[config.mk]
export PLATFORM = sky130hd
export DESIGN_NAME = supv_reset_timer
export DESIGN_NICKNAME = d
export VERILOG_FILES = /design/src/rtl/supv_reset_timer.sv
export SDC_FILE = /design/constraint.sdc
export NUM_CORES = 1
export LEC_CHECK = 0
export BUFFER_PORTS_ARGS = -buffer_cell sky130_fd_sc_hd__clkbuf_2
export CAP_MARGIN = 5
export CORE_MARGIN = 1
export CORE_UTILIZATION = 60
export DETAILED_ROUTE_END_ITERATION = 10
export PLACE_DENSITY = 0.77
export SLEW_MARGIN = 20
export SYNTH_ARGS = -nofsm -noshare
export SYNTH_HDL_FRONTEND = slang
export SYNTH_SLANG_ARGS = --single-unit
[constraint.sdc]
create_clock -name clk -period 3.48 [get_ports clk]
set_clock_uncertainty 0.1 [all_clocks]
set_input_delay 0 -clock clk [delete_from_list [all_inputs] [get_ports clk]]
set_output_delay 0 -clock clk [all_outputs]
set_load 0.005 [all_outputs]
[src/rtl/supv_reset_timer.sv]
module supv_reset_timer #(
  parameter int unsigned TIMEOUT_CYC = 50_000_000,
  parameter int unsigned SUP_FILT    = 8,
  parameter int unsigned MAN_FILT    = 26,
  parameter bit          ACTIVE_HIGH = 1'b0
) (
  input  logic clk,
  input  logic por_n,
  input  logic vlow_in,
  input  logic mr_pin_in,
  output logic rst_active,
  output logic rst_level,
  output logic pin_oe
);

  localparam int TW = $clog2(TIMEOUT_CYC + 1);
  localparam int SW = $clog2(SUP_FILT + 1);
  localparam int MW = $clog2(MAN_FILT + 1);
  localparam logic ASSERT_LVL = ACTIVE_HIGH;
  localparam logic IDLE_LVL   = ~ACTIVE_HIGH;

  logic [1:0]    vlow_sync, pin_sync;
  logic [SW-1:0] sup_cnt;
  logic [MW-1:0] man_cnt;
  logic [TW-1:0] tmr;
  logic          vlow_s, sup_low;
  logic          pin_act, pin_act_q, man_edge, armed, man_fire;

  always_ff @(posedge clk or negedge por_n)
    if (!por_n) begin
      vlow_sync <= 2'b00;
      pin_sync  <= {2{IDLE_LVL}};
    end else begin
      vlow_sync <= {vlow_sync[0], vlow_in};
      pin_sync  <= {pin_sync[0], mr_pin_in};
    end

  assign vlow_s  = vlow_sync[1];
  assign sup_low = (sup_cnt == SW'(SUP_FILT));

  always_ff @(posedge clk or negedge por_n)
    if (!por_n)       sup_cnt <= '0;
    else if (!vlow_s) sup_cnt <= '0;
    else if (!sup_low) sup_cnt <= sup_cnt + 1'b1;

  assign pin_act  = (pin_sync[1] == ASSERT_LVL);
  assign man_edge = pin_act & ~pin_act_q;
  assign man_fire = armed & (man_cnt == MW'(MAN_FILT)) & ~rst_active;

  always_ff @(posedge clk or negedge por_n)
    if (!por_n) begin
      pin_act_q <= 1'b1;
      armed     <= 1'b0;
      man_cnt   <= '0;
    end else begin
      pin_act_q <= pin_act;
      if (rst_active || man_fire) begin
        armed   <= 1'b0;
        man_cnt <= '0;
      end else if (man_edge) begin
        armed   <= 1'b1;
        man_cnt <= MW'(1);
      end else if (armed) begin
        if (!pin_act) begin
          armed   <= 1'b0;
          man_cnt <= '0;
        end else if (man_cnt != MW'(MAN_FILT)) begin
          man_cnt <= man_cnt + 1'b1;
        end
      end
    end

  always_ff @(posedge clk or negedge por_n)
    if (!por_n)                  tmr <= TW'(TIMEOUT_CYC);
    else if (sup_low || man_fire) tmr <= TW'(TIMEOUT_CYC);
    else if (tmr != '0)          tmr <= tmr - 1'b1;

  assign rst_active = (tmr != '0);
  assign pin_oe     = rst_active;
  assign rst_level  = ACTIVE_HIGH ? rst_active : ~rst_active;

endmodule


==> impl_metrics.toml <==
[die]
initial_core_util_pct = 64.4
io-pin-count = 7
dieArea_mm2 = 0.00391
chipHeight_um = 62.6
coreArea_mm2 = 0.00342
fp.dieW_um = 62.6
core.rowCount = 21

[clock_network]
cts_tree = "done"
cts_buffer_depth = 2
clockRootBuffer = "clkbuf_4"
clk_pin_slew_worst_paths_ps = 140
cts_made_buffers = 5
ctsResizeCount = 0
cts.sinks = 41
htreeDepth = 2
clkLatencyLatePin_ps = 360
post-cts-setup-buffers = 0

[critical_path]
critical_path_class = "reg -> reg"
cp.arrival_ps = 2740
worst-r2r-cell-count = 7
rrSetupSlack_ps = 890
worst_setup_path_start_kind = "flop"
cp_max_fo = 22
required_ps = 3630
worst_setup_path_end_kind = "flop"

[route]
drt_first_iter_violations = 126
first_pass_iters = 4
avgRoutedWirePerCell_um = 15.3
num_vias = 1691
vias_per_cell = 6.04
finalWirelength_mm = 4.28
drc = 0
postRouteAntennaNets = 0

[sta]
setup_viol = 0
tightest_slew_ps = 890
relSlewSlack_pct = 40.7
slew_viol_final = 0
hold_viol = 0
fin_crit_sh_pct = 74.5
fin_crit_ps = 2590
clock.fmax_ghz = 0.386
rsz0062_at_grt = "false"
whs_ps = 167
setup_tns_ps = 0

[cells_and_area]
n_antenna_cell = 0
finalNetCount = 242
synthToLayoutAreaGrowth_pct = 7.96
post_route_cells_drive_above_1_share_pct = 17.9

[synth]
synth_top_family_by_area = "simple AND/OR/NAND/NOR gates"
synth.yosys.seq_area_share_pct = 47.5
ys_types = 49
synth.avg_cell_area_um2 = 9.91
synth_fp_nets = 231
yosys.area_share.adder_pct = 2.84
synth-compound-area-share_pct = 12.8
synthCells = 222
synth-simple-area-share_pct = 24.8
synthMuxAreaShare_pct = 0.455
netlist_area_mm2 = 0.00220
synth_warnings = 0
synth_seq_cells = 41
synth-xor-area-share_pct = 7.56

[pwr]
p_total_mw = 1.61
powerDensity_mw_per_mm2 = 680
ir_drop_v = 0.000428
power_leakage_nw = 0.960

[placed_design]
gp_congestion = 0.848
dp_hpwl_mm = 3.01
numPortBuffers = 6

[grt]
grt_overflow = 0
antenna_found_initial = 0
grt_max_degree = 42
grt_pass1_wl_mm = 7.62
grt_pass1_vias = 1680
grt.total_usage_pct = 24.7

[min_path]
hp-class = "in -> reg"
min_path_cells = 2

[run_status]
outcome = "finished clean"

[job]
maxCapViolCount = 0
final timing paths:
kind | startpoint | to
max | tmr[21]$_DFFE_PN1P_ | tmr[8]$_DFFE_PN0P_
min | mr_pin_in | pin_sync[0]$_DFF_PN1_
max reg2reg | tmr[21]$_DFFE_PN1P_ | tmr[8]$_DFFE_PN0P_
min reg2reg | pin_sync[0]$_DFF_PN1_ | pin_sync[1]$_DFF_PN1_
max in group asynchronous | por_n | man_cnt[2]$_DFFE_PN0P_
min in group asynchronous | por_n | tmr[24]$_DFFE_PN0P_
where the power goes:
part,internal (mW),switching (mW),leakage (nW)
logic,0.196,0.246,0.426
clock network,0.171,0.162,0.0445
registers,0.666,0.173,0.489
total,1.03,0.582,0.960
worst max-delay path, cell delays in order, from the launching register on:
cell,delay [ps]
dfstp_2,420
or4_1,580
or4b_4,690
nor2_4,180
inv_2,80
o21ai_1,140
buf_4,210
nor2_1,70
placed cells by master, fill, tap and decap left out, types with 6 or more instances in the layout:
cell	count
dfrtp_1	26
nand2_1	14
dfstp_2	15
o21ai_0	12
a21oi_1	8
nor2_1	25
nand3_1	7
inv_1	10
xnor2_1	6
xor2_1	13
nor3_1	10
or3_1	6
o211ai_1	6
sequential cells by signal, summed over array words and instances (netlist names):
signal,count
tmr,26
vlow_sync,2
sup_cnt,4
man_cnt,5
armed,1
pin_act_q,1
pin_sync,2
repair_timing:
item / 4_1_cts / 5_1_grt
endpoints found under the hold margin: 28 / 0
hold buffers: 3 / 0
setup endpoints to repair: 0 / 0
layout make-up:
| type | instances | area (µm²) |
|---|---|---|
| Clock inverter | 2 | 37.5 |
| Clock buffer | 6 | 51.3 |
| Inverter | 11 | 41.3 |
| Tap cell | 46 | 57.6 |
| Timing Repair Buffer | 11 | 75.1 |
| Fill cell | 272 | 1040 |
| Multi-Input combinational cell | 163 | 1070 |
| Sequential cell | 41 | 1040 |
cells in the mapped netlist (all sizes together):
master | instances | area, µm²
o21ai | 13 | 65.1
buf | 4 | 35.0
a211oi | 1 | 7.51
or4 | 4 | 33.8
o311ai | 1 | 8.76
ha | 5 | 62.6
and3 | 3 | 18.8
o2111ai | 5 | 43.8
nand3 | 7 | 35.0
mux2i | 1 | 10.0
and4 | 1 | 8.76
a32oi | 1 | 8.76
nor3b | 1 | 7.51
a22o | 1 | 8.76
nand2b | 2 | 12.5
nand4 | 2 | 12.5
a21oi | 8 | 40.0
xor2 | 13 | 114
nand2 | 14 | 52.6
nor4 | 4 | 55.1
o211ai | 6 | 45.0
nor3 | 10 | 50.1
nor2 | 27 | 111
or3 | 6 | 37.5
xnor2 | 6 | 52.6
or2 | 3 | 18.8
and4b | 1 | 10.0
dfstp | 15 | 394
nor2b | 2 | 12.5
nand3b | 3 | 22.5
or4b | 1 | 13.8
nor4b | 1 | 8.76
clkbuf | 3 | 11.3
a21boi | 1 | 7.51
dfrtp | 26 | 651
and2 | 4 | 25.0
a31oi | 1 | 6.26
o31ai | 2 | 15.0
a2111oi | 1 | 10.0
inv | 11 | 41.3
o41ai | 1 | 16.3
through the flow:
stage / util, % / area (µm²) / setup WS, ps / std cells
floorplan: - / 2200 / 1060 / 222
global placement: 66.1 / 2260 / 990 / 269
detailed placement: 66.1 / 2260 / 932 / 269
CTS: 69.6 / 2380 / 891 / 280
global route: 69.6 / 2380 / 800 / 280
finish: 69.6 / 2380 / 888 / 280
metal layers:
| metal | share of wire, % | GRT usage, % | up-vias |
|---|---|---|---|
| met3 | 4.7 | 5.84 | 6 |
| li1 | - | - | 817 |
| met1 | 45 | 32.7 | 821 |
| met2 | 49 | 39.7 | 47 |
| met5 | 0 | 0 | - |
| met4 | 0.84 | 8.43 | 0 |
logic make-up (layout without fill, tap and decap cells):
kind of cell             count (synthesis)  count (layout)
AO/OA/AOI/OAI                           42              42
XOR/XNOR                                19              19
adder cells (fa/ha/maj)                  5               5
buffers and inverters                   18              30
flip-flops                              41              41
multiplexers                             1               1
AND/OR/NAND/NOR                         96              96
Note: power is estimated with default switching activity, not from simulation.
